### config.mk
export PLATFORM = sky130hd
export DESIGN_NAME = rt_status_builder
export DESIGN_NICKNAME = d
export VERILOG_FILES = /design/src/rtl/rtsw_pkg.sv /design/src/rtl/rtsw_pulse.sv /design/src/rtl/rtsw_cmd_track.sv /design/src/rtl/rtsw_word.sv /design/src/rtl/rt_status_builder.sv
export SDC_FILE = /design/constraint.sdc
export NUM_CORES = 1
export LEC_CHECK = 0
export CAP_MARGIN = 20
export CORE_ASPECT_RATIO = 1.1
export CORE_MARGIN = 2
export CORE_UTILIZATION = 55
export DETAILED_ROUTE_END_ITERATION = 6
export DONT_BUFFER_PORTS = 1
export GPL_TIMING_DRIVEN = 0
export PLACE_DENSITY = 0.73
export REMOVE_ABC_BUFFERS = 1
export SLEW_MARGIN = 20
export SYNTH_ARGS = -nofsm -noshare
export SYNTH_HDL_FRONTEND = slang
export SYNTH_SLANG_ARGS = --single-unit
### constraint.sdc
create_clock -name clk -period 1.2 [get_ports clk]
set_input_delay 0.12 -clock clk [delete_from_list [all_inputs] [get_ports clk]]
set_output_delay 0.12 -clock clk [all_outputs]
set_load 0.01 [all_outputs]
### src/rtl/rtsw_pkg.sv
package rtsw_pkg;
  localparam int SW_W      = 16;
  localparam int ADDR_W    = 5;
  localparam int SA_W      = 5;
  localparam int WC_W      = 5;
  localparam int ADDR_LSB  = 11;
  localparam int ME_BIT    = 10;
  localparam int SRQ_BIT   = 8;
  localparam int BCAST_BIT = 4;
  localparam int BUSY_BIT  = 3;
  localparam int SSF_BIT   = 2;
  localparam int DBC_BIT   = 1;
  localparam int TF_BIT    = 0;
  localparam logic [WC_W-1:0] MC_BUS_CTRL = '0;

  typedef struct packed {
    logic srq;
    logic busy;
    logic ssf;
    logic tf;
  } sub_flags_t;

  function automatic logic sa_is_mode(input logic [SA_W-1:0] sa);
    return (&sa) | (~|sa);
  endfunction
endpackage

### src/rtl/rtsw_pulse.sv
module rtsw_pulse #(
  parameter int LEN = 6
) (
  input  logic clk,
  input  logic rst_n,
  input  logic start,
  output logic out_n
);
  localparam int CW = $clog2(LEN + 1);

  logic [CW-1:0] cnt_q, cnt_d;

  always_comb begin
    cnt_d = cnt_q;
    if (start) begin
      cnt_d = CW'(LEN);
    end else if (cnt_q != '0) begin
      cnt_d = cnt_q - CW'(1);
    end
  end

  always_ff @(posedge clk or negedge rst_n) begin
    if (!rst_n) begin
      cnt_q <= '0;
    end else begin
      cnt_q <= cnt_d;
    end
  end

  assign out_n = (cnt_q == '0);
endmodule

### src/rtl/rtsw_cmd_track.sv
module rtsw_cmd_track (
  input  logic clk,
  input  logic rst_n,
  input  logic in_cmd,
  input  logic illegal_n,
  input  logic fmt_err,
  input  logic new_msg,
  output logic illegal_q,
  output logic err_q
);
  logic in_cmd_q;
  logic ill_d, err_d;
  logic cmd_rise;

  assign cmd_rise = in_cmd & ~in_cmd_q;

  always_comb begin
    ill_d = illegal_q;
    if (new_msg)  ill_d = 1'b0;
    if (cmd_rise) ill_d = ~illegal_n;
    err_d = err_q;
    if (new_msg)  err_d = 1'b0;
    if (fmt_err)  err_d = 1'b1;
  end

  always_ff @(posedge clk or negedge rst_n) begin
    if (!rst_n) begin
      in_cmd_q  <= 1'b0;
      illegal_q <= 1'b0;
      err_q     <= 1'b0;
    end else begin
      in_cmd_q  <= in_cmd;
      illegal_q <= ill_d;
      err_q     <= err_d;
    end
  end
endmodule

### src/rtl/rtsw_word.sv
module rtsw_word
  import rtsw_pkg::*;
(
  input  logic              clk,
  input  logic              rst_n,
  input  logic              upd,
  input  logic [ADDR_W-1:0] addr,
  input  sub_flags_t        flags,
  input  logic              bcast,
  input  logic              msg_err,
  input  logic              dbc_set,
  input  logic              send,
  input  logic              fault,
  output logic [SW_W-1:0]   word,
  output logic              fail_n
);
  logic [SW_W-1:0] word_q, word_d, fresh;
  logic            fail_q, fail_d;

  always_comb begin
    fresh = '0;
    fresh[ADDR_LSB +: ADDR_W] = addr;
    fresh[ME_BIT]    = msg_err;
    fresh[SRQ_BIT]   = flags.srq;
    fresh[BCAST_BIT] = bcast;
    fresh[BUSY_BIT]  = flags.busy;
    fresh[SSF_BIT]   = flags.ssf;
    fresh[DBC_BIT]   = dbc_set;
    fresh[TF_BIT]    = flags.tf;
  end

  always_comb begin
    word_d = word_q;
    if (upd) word_d = fresh;
    fail_d = fail_q;
    if (fault) begin
      fail_d = 1'b1;
    end else if (send) begin
      fail_d = 1'b0;
    end
  end

  always_ff @(posedge clk or negedge rst_n) begin
    if (!rst_n) begin
      word_q <= '0;
      fail_q <= 1'b0;
    end else begin
      word_q <= word_d;
      fail_q <= fail_d;
    end
  end

  assign word   = word_q;
  assign fail_n = ~fail_q;
endmodule

### src/rtl/rt_status_builder.sv
module rt_status_builder
  import rtsw_pkg::*;
#(
  parameter int GB_LEN   = 6,
  parameter int STAT_LEN = 2
) (
  input  logic              clk,
  input  logic              rst_n,
  input  logic [ADDR_W-1:0] term_addr,
  input  logic              bcast_rx,
  input  logic              cmd_tx,
  input  logic [SA_W-1:0]   cmd_sa,
  input  logic [WC_W-1:0]   cmd_wc,
  input  logic              in_cmd,
  input  logic              illegal_n,
  input  logic              fmt_err,
  input  logic              new_msg,
  input  logic              srq_n,
  input  logic              busy_n,
  input  logic              ssflag_n,
  input  logic              tflag_n,
  input  logic              dbc_accept_n,
  input  logic              status_upd,
  input  logic              send_stat,
  input  logic              rx_done,
  input  logic              rx_count_ok,
  input  logic              selftest_fault,
  output logic [SW_W-1:0]   stat_word,
  output logic              stat_en_n,
  output logic              msg_err_n,
  output logic              good_blk_n,
  output logic              st_fail_n,
  output logic              tx_data_ok
);
  logic [1:0]  rst_sync_q;
  logic        rst_int_n;
  logic        illegal_q, err_q;
  logic        mode_cmd, dbc_ok, gb_start;
  sub_flags_t  flags;

  always_ff @(posedge clk or negedge rst_n) begin
    if (!rst_n) begin
      rst_sync_q <= 2'b00;
    end else begin
      rst_sync_q <= {rst_sync_q[0], 1'b1};
    end
  end
  assign rst_int_n = rst_sync_q[1];

  rtsw_cmd_track u_track (
    .clk       (clk),
    .rst_n     (rst_int_n),
    .in_cmd    (in_cmd),
    .illegal_n (illegal_n),
    .fmt_err   (fmt_err),
    .new_msg   (new_msg),
    .illegal_q (illegal_q),
    .err_q     (err_q)
  );

  always_comb begin
    flags.srq  = ~srq_n;
    flags.busy = ~busy_n;
    flags.ssf  = ~ssflag_n;
    flags.tf   = ~tflag_n;
    mode_cmd   = sa_is_mode(cmd_sa);
    dbc_ok     = ~dbc_accept_n & cmd_tx & mode_cmd & (cmd_wc == MC_BUS_CTRL)
               & ~bcast_rx & ~illegal_q & ~err_q;
    gb_start   = rx_done & rx_count_ok & ~cmd_tx & ~mode_cmd
               & ~illegal_q & ~err_q;
  end

  rtsw_word u_word (
    .clk     (clk),
    .rst_n   (rst_int_n),
    .upd     (status_upd),
    .addr    (term_addr),
    .flags   (flags),
    .bcast   (bcast_rx),
    .msg_err (err_q | illegal_q),
    .dbc_set (dbc_ok),
    .send    (send_stat),
    .fault   (selftest_fault),
    .word    (stat_word),
    .fail_n  (st_fail_n)
  );

  rtsw_pulse #(.LEN(GB_LEN)) u_gb_pulse (
    .clk   (clk),
    .rst_n (rst_int_n),
    .start (gb_start),
    .out_n (good_blk_n)
  );

  rtsw_pulse #(.LEN(STAT_LEN)) u_en_pulse (
    .clk   (clk),
    .rst_n (rst_int_n),
    .start (send_stat),
    .out_n (stat_en_n)
  );

  assign msg_err_n  = ~err_q;
  assign tx_data_ok = ~(cmd_tx & stat_word[BUSY_BIT]);
endmodule

==> results.py, run 1 <==
metrics = {
    "status": {
        "run_status": "complete, but fails checks",
        "failed_checks": "negative setup slack",
    },
    "logic_synthesis": {
        "syn-cell-area_sq_mm": 0.001010,
        "yosysMostFrequentCell": "dfrtp_1",
        "avgSynthCellArea_sq_um": 12.02,
        "synth_top_area_cell": "dfrtp_1",
        "synth_top_area_share": 0.5700,
        "seq_area_frac_synth": 0.5700,
        "synth-seq-cells": 23,
        "synth_cell_types": 30,
        "synth_commonest_cells": "dfrtp_1, inv_1, mux2_2, nor2_1, buf_4",
        "async_flop_share": 1.000,
        "synth-edff-count": 0,
        "yosysWarnings": 0,
        "synth-main-ff-cell": "dfrtp_1",
        "synthesis.instances": 84,
        "synthTopCellsByArea": "dfrtp_1, mux2_2, ha_1, inv_1, mux2i_1",
    },
    "sta": {
        "finalMaxSlewViolations": 0,
        "hold_viol_final": 0,
        "finalSetupViolations": 3,
        "worst_slew_pin_slew_ns": 0.8454,
        "relSlewSlack": 0.4364,
        "final.setup_skew_ns": 0.002322,
        "timing.final.crit_share": 1.044,
        "setup_ws_ns": -0.05279,
        "rsz0062_at_grt": "true",
        "period_needed_ns": 1.253,
        "fmax_ghz": 0.7982,
    },
    "clocking": {
        "cts.sinks": 23,
        "clk_latency_ns": 0.31,
        "cts_buffers": 3,
        "root_buffer": "clkbuf_4",
        "clockBufferDepth": 2,
        "clk_pin_slew_ns": 0.12,
        "cts_tree": "done",
        "h-tree-depth": 1,
    },
    "place": {
        "hpwlAfterDp_microns": 1348,
        "gp_congestion": 0.6452,
        "dp.cells": 100,
        "io_buffers": 0,
    },
    "critical_path": {
        "crit_chain": "inv_2 > ha_4 > nor2b_4",
        "worstPathMaxFanout": 3,
        "ff2ff_path_depth": 6,
        "critPathLaunchType": "flop",
        "slowest_stage": "dfrtp_1",
        "worstPathArrival_ns": 1.13,
        "path_buf_inv": 1,
        "rrSetupSlack_ns": -0.03,
        "slowest_delay_ns": 0.41,
        "cp_top_family": "flip-flops",
        "crit_type": "flop to output port",
        "crit_cells": 3,
        "cp-end-kind": "output port",
        "required_ns": 1.08,
    },
    "pwr": {
        "p_leak_uw": 0.0005922,
        "peakVddDrop_mv": 1.377,
        "power_density_mw_per_mm2": 1637,
        "p_total_uw": 2094,
    },
    "route": {
        "ant_nets": 0,
        "wl_per_cell_microns": 16.10,
        "vias_per_cell": 5.394,
        "vias": 685,
        "dr.first_iter.drc_count": 8,
        "drc": 0,
        "drtPass1Iterations": 4,
        "drt-total-wl_microns": 2045,
    },
    "floorplan": {
        "ios": 54,
        "fp.dieW_microns": 44.85,
        "num_rows": 16,
        "die_h_microns": 48.94,
        "initial_core_util": 0.5732,
        "dieArea_sq_mm": 0.002195,
        "core-area_sq_mm": 0.001762,
    },
    "final_layout": {
        "syn_to_final_growth_pct": 26.64,
        "antenna_cells": 0,
        "final_cells": 127,
        "nets": 146,
        "drive_above_1_share": 0.2110,
    },
    "global_routing": {
        "grt_pass1_vias": 704,
        "grt_pass1_wl_microns": 3132,
        "antenna_found_initial": 0,
        "grt_overflow": 0,
        "grt_usage": 0.1961,
        "grt_max_degree": 22,
    },
    "hold_path": {
        "min_path_cells": 3,
        "hold_class": "input pin to flop",
    },
    "flow_run": {
        "maxCapViolations": 0,
    },
}
## worst paths after layout
path,start,endpoint
min reg2reg,rst_sync_q[1],u_word.word[3]
min,status_upd,u_word.word[2]
min in group asynchronous,rst_n,rst_sync_q[1]
max reg2reg,u_gb_pulse.cnt_q[0],u_gb_pulse.cnt_q[2]
max,u_gb_pulse.cnt_q[0],good_blk_n
max in group asynchronous,rst_sync_q[1],u_word.word[0]
## metrics by stage
step / util / cell area, sq um / TNS, ns / worst slack (ns) / hold slack, ns
6_report: 0.7259 / 1279 / -0.08298 / -0.05279 / 0.01756
4_1_cts: 0.7145 / 1259 / -0.06174 / -0.04869 / 0.01912
5_1_grt: 0.7259 / 1279 / -0.2523 / -0.1016 / 0.01748
3_5_place_dp: 0.5724 / 1008 / -0.3985 / -0.2185 / -0.1755
2_1_floorplan: - / 985.9 / -0.1777 / -0.1119 / -0.1756
3_3_place_gp: 0.5724 / 1008 / -0.3236 / -0.1926 / -0.1755
## layer usage
| layer | vias up | wire (microns) | global-route usage |
|---|---|---|---|
| met1 | 332 | 691 | 0.2085 |
| met3 | 2 | 133 | 0.03704 |
| met2 | 30 | 1205 | 0.3671 |
| li1 | 321 | - | - |
| met4 | 0 | 15 | 0.06863 |
| met5 | - | 0 | 0 |
## worst reg2reg max path, cell delays in order (launching register included)
cell     delay (ns)
dfrtp_1        0.38
inv_2          0.06
buf_4          0.13
buf_4          0.12
ha_1           0.20
mux2i_1        0.15
o21ai_1        0.08
## cells by family (layout without fill, tap and decap cells)
| family | Yosys count | after routing | synth area share |
|---|---|---|---|
| xor gates and xnor gates | 2 | 2 | 0.01735 |
| adders and majority gates | 3 | 3 | 0.03718 |
| DFF | 23 | 23 | 0.5700 |
| muxes | 10 | 10 | 0.1190 |
| and+or+nand+nor | 16 | 16 | 0.08922 |
| buffers and inverters | 15 | 37 | 0.07187 |
| other | 2 | 5 | 0.007438 |
| AOI/OAI and AO/OA | 13 | 13 | 0.08798 |
## repair_timing
action | CTS | global route
setup endpoints to repair | 3 | 6
hold endpoints to repair | 19 | 0
gates resized for setup | 6 | 2
setup buffers | 3 | 2
pin swaps | 1 | 0
hold buffers | 18 | 0
## where the power goes
group / switching, uW / leakage [uW] / internal (uW)
registers: 122 / 0.000269 / 909
logic: 297 / 0.000305 / 413
clock network: 228 / 0.0000177 / 125
total: 647 / 0.000592 / 1450
## placed cells by master, fill, tap and decap left out, drive strengths merged, types with 2 or more instances in the layout
cell type	count
a21oi	2
buf	5
clkbuf	3
conb	5
dfrtp	23
dlygate4sd3	18
ha	3
inv	10
mux2	6
mux2i	4
nand2	3
nor2	6
o21ai	3
o21bai	2
## final cells by class
type / instances / area (sq um)
timing repair buffer: 23 / 217.7
sequential: 23 / 575.6
inverter: 10 / 37.54
tap: 18 / 22.52
multi-input combinational: 49 / 397.9
clock inverter: 1 / 5.005
fill: 130 / 483.0
clock buffer: 3 / 22.52
## registers in the layout, summed over array words and instances (netlist names)
name	count
rst_sync_q	2
u_word.fail_q	1
u_track.illegal_q	1
u_gb_pulse.cnt_q	3
u_en_pulse.cnt_q	2
u_word.word	12
u_track.err_q	1
u_track.in_cmd_q	1
Power figures use the tool's default switching activity.
==> run 2, diff against run 1 <==
==> constraint.sdc (replaced) <==
create_clock -name clk -period 1.2 [get_ports clk]
set_input_delay 0.24 -clock clk [delete_from_list [all_inputs] [get_ports clk]]
set_output_delay 0.24 -clock clk [all_outputs]
set_load 0.01 [all_outputs]
==> run 2 against run 1 <==
Effect of this change: the flow still finishes with violations (negative setup slack); largest cell class unchanged; design area is 4.1% lower; final cell count is 5.5% lower; clock skew hardly changed; register-to-register slack better by 0.03 ns; clock-buffer cell count stayed put; critical path type unchanged; critical endpoint unchanged; clock power is 1% lower; global-route usage is 1.7 points lower.
==> results.py, run 2 (same netlist as run 1, synthesis figures left out) <==
metrics = {
    "floorplan": {
        "dieArea_sq_mm": 0.002195,
        "fp.dieW_microns": 44.85,
        "ios": 54,
        "initial_core_util": 0.5732,
        "core-area_sq_mm": 0.001762,
        "num_rows": 16,
        "die_h_microns": 48.94,
    },
    "status": {
        "run_status": "complete, but fails checks",
        "failed_checks": "negative setup slack",
    },
    "route": {
        "drc": 0,
        "dr.first_iter.drc_count": 4,
        "wl_per_cell_microns": 15.88,
        "wl_met2_microns": 1122,
        "vias": 659,
        "top_layer": "met3",
        "wl_met3_microns": 120,
        "m1WireLength_microns": 662,
        "drtPass1Iterations": 3,
        "ant_nets": 0,
        "drt-total-wl_microns": 1905,
        "vias_per_cell": 5.492,
    },
    "pwr": {
        "power_switching_uw": 674.7,
        "p_int_uw": 1492,
        "seq_power_share": 0.476,
        "clock_power_share": 0.161,
        "power_frac_comb": 0.363,
        "p_leak_uw": 0.0005637,
        "peakVddDrop_mv": 1.495,
        "netSwitchingFraction": 0.3113,
        "power_density_mw_per_mm2": 1767,
    },
    "sta": {
        "finalMaxSlewViolations": 0,
        "final.setup_skew_ns": 0.002156,
        "setup_ws_ns": -0.1658,
        "period_needed_ns": 1.366,
        "worst_slew_pin_slew_ns": 0.8374,
        "fmax_ghz": 0.7322,
        "timing.final.crit_share": 1.138,
        "rsz0062_at_grt": "true",
        "hold_viol_final": 0,
        "finalSetupViolations": 1,
        "relSlewSlack": 0.4417,
    },
    "place": {
        "dp.cells": 100,
        "hpwlAfterDp_microns": 1348,
        "dpl-instance-area_sq_mm": 0.001008,
        "io_buffers": 0,
        "gp_congestion": 0.6452,
    },
    "hold_path": {
        "hold_class": "input pin to flop",
        "min_path_cells": 1,
    },
    "final_layout": {
        "finalInstanceArea_sq_mm": 0.001226,
        "syn_to_final_growth_pct": 21.44,
        "nets": 139,
        "final_cell_mix": "dfrtp_1, dlygate4sd3_1, buf_4",
        "largest_reg_flops": 12,
        "antenna_cells": 0,
        "final_cells": 120,
        "final_common_cell": "dfrtp_1",
        "n_fill_cell": 129,
        "drive_above_1_share": 0.2745,
    },
    "clocking": {
        "cts.sinks": 23,
        "clockBufferDepth": 2,
        "cts_buffers": 3,
        "cts_tree": "done",
        "clk_latency_ns": 0.30,
        "clk_pin_slew_ns": 0.12,
        "h-tree-depth": 1,
        "root_buffer": "clkbuf_4",
    },
    "critical_path": {
        "crit_type": "flop to output port",
        "path_buf_inv": 1,
        "required_ns": 0.96,
        "worstPathMaxFanout": 3,
        "ff2ff_path_depth": 5,
        "slowest_delay_ns": 0.41,
        "slowest_stage": "dfrtp_1",
        "worstPathArrival_ns": 1.13,
        "cp_top_family": "flip-flops",
        "crit_cells": 3,
        "cp-end-kind": "output port",
        "crit_chain": "inv_2 > ha_4 > nor2b_4",
        "critPathLaunchType": "flop",
    },
    "global_routing": {
        "grt_pass1_vias": 665,
        "grt_usage": 0.1787,
        "grt_max_degree": 22,
        "grt_overflow": 0,
        "grt_pass1_wl_microns": 2849,
        "antenna_found_initial": 0,
    },
    "flow_run": {
        "maxCapViolations": 0,
    },
}
run 2: area by class of cell:
type	count	area, sq um	share of cell area
clock buffers	3	22.52	0.01837
clock inverters	1	5.005	0.004082
inverters	10	37.54	0.03061
multi-input cells	49	420.4	0.3429
flip-flops and latches	23	575.6	0.4694
well taps	18	22.52	0.01837
repair buffers	16	142.6	0.1163
run 2: what timing repair did:
item / 4_1_cts / 5_1_grt
setup endpoints to repair: 4 / 5
endpoints found under the hold margin: 7 / 3
buffers inserted: 5 / 4
gates resized for setup: 10 / 3
pin swaps: 2 / 1
hold buffers: 6 / 3
run 2: worst paths after layout:
check                               startpoint             endpoint  slack (ns)
min reg2reg                      rst_sync_q[1]      u_word.word[10]        0.36
min                                 status_upd       u_word.word[0]        0.01
max                        u_gb_pulse.cnt_q[0]           good_blk_n       -0.17
min in group asynchronous                rst_n        rst_sync_q[1]        0.15
max reg2reg                u_gb_pulse.cnt_q[0]  u_gb_pulse.cnt_q[1]           0
max in group asynchronous        rst_sync_q[1]       u_word.word[4]        0.33
run 2: metrics by stage:
step | worst slack (ns) | hold WS (ns) | power (uW) | util | setup TNS [ns]
floorplan | -0.1119 | -0.05559 | 1409 | - | -0.1777
global placement | -0.1926 | -0.05554 | 1460 | 0.5724 | -0.3300
detailed placement | -0.2185 | -0.05553 | 1499 | 0.5724 | -0.4473
CTS | -0.1687 | 0.003132 | 2090 | 0.6619 | -0.1818
global route | -0.2190 | 0.003283 | 2337 | 0.6960 | -0.3465
finish | -0.1658 | 0.01379 | 2167 | 0.6960 | -0.1658
run 2: power groups by stage:
| stage | logic (uW) | clock network (uW) | registers, uW |
|---|---|---|---|
| final | 787 | 349 | 1030 |
| after global routing | 899 | 392 | 1050 |
| after CTS | 702 | 358 | 1030 |
| after detailed placement | 464 | 0 | 1030 |
| after global placement | 433 | 0 | 1030 |
| after floorplan | 397 | 0 | 1010 |
run 2: metal layers:
metal  track usage  up-vias
met5             0        -
met3       0.02963        0
met2        0.3309       24
met1        0.1985      325
li1              -      310
met4       0.05882        0
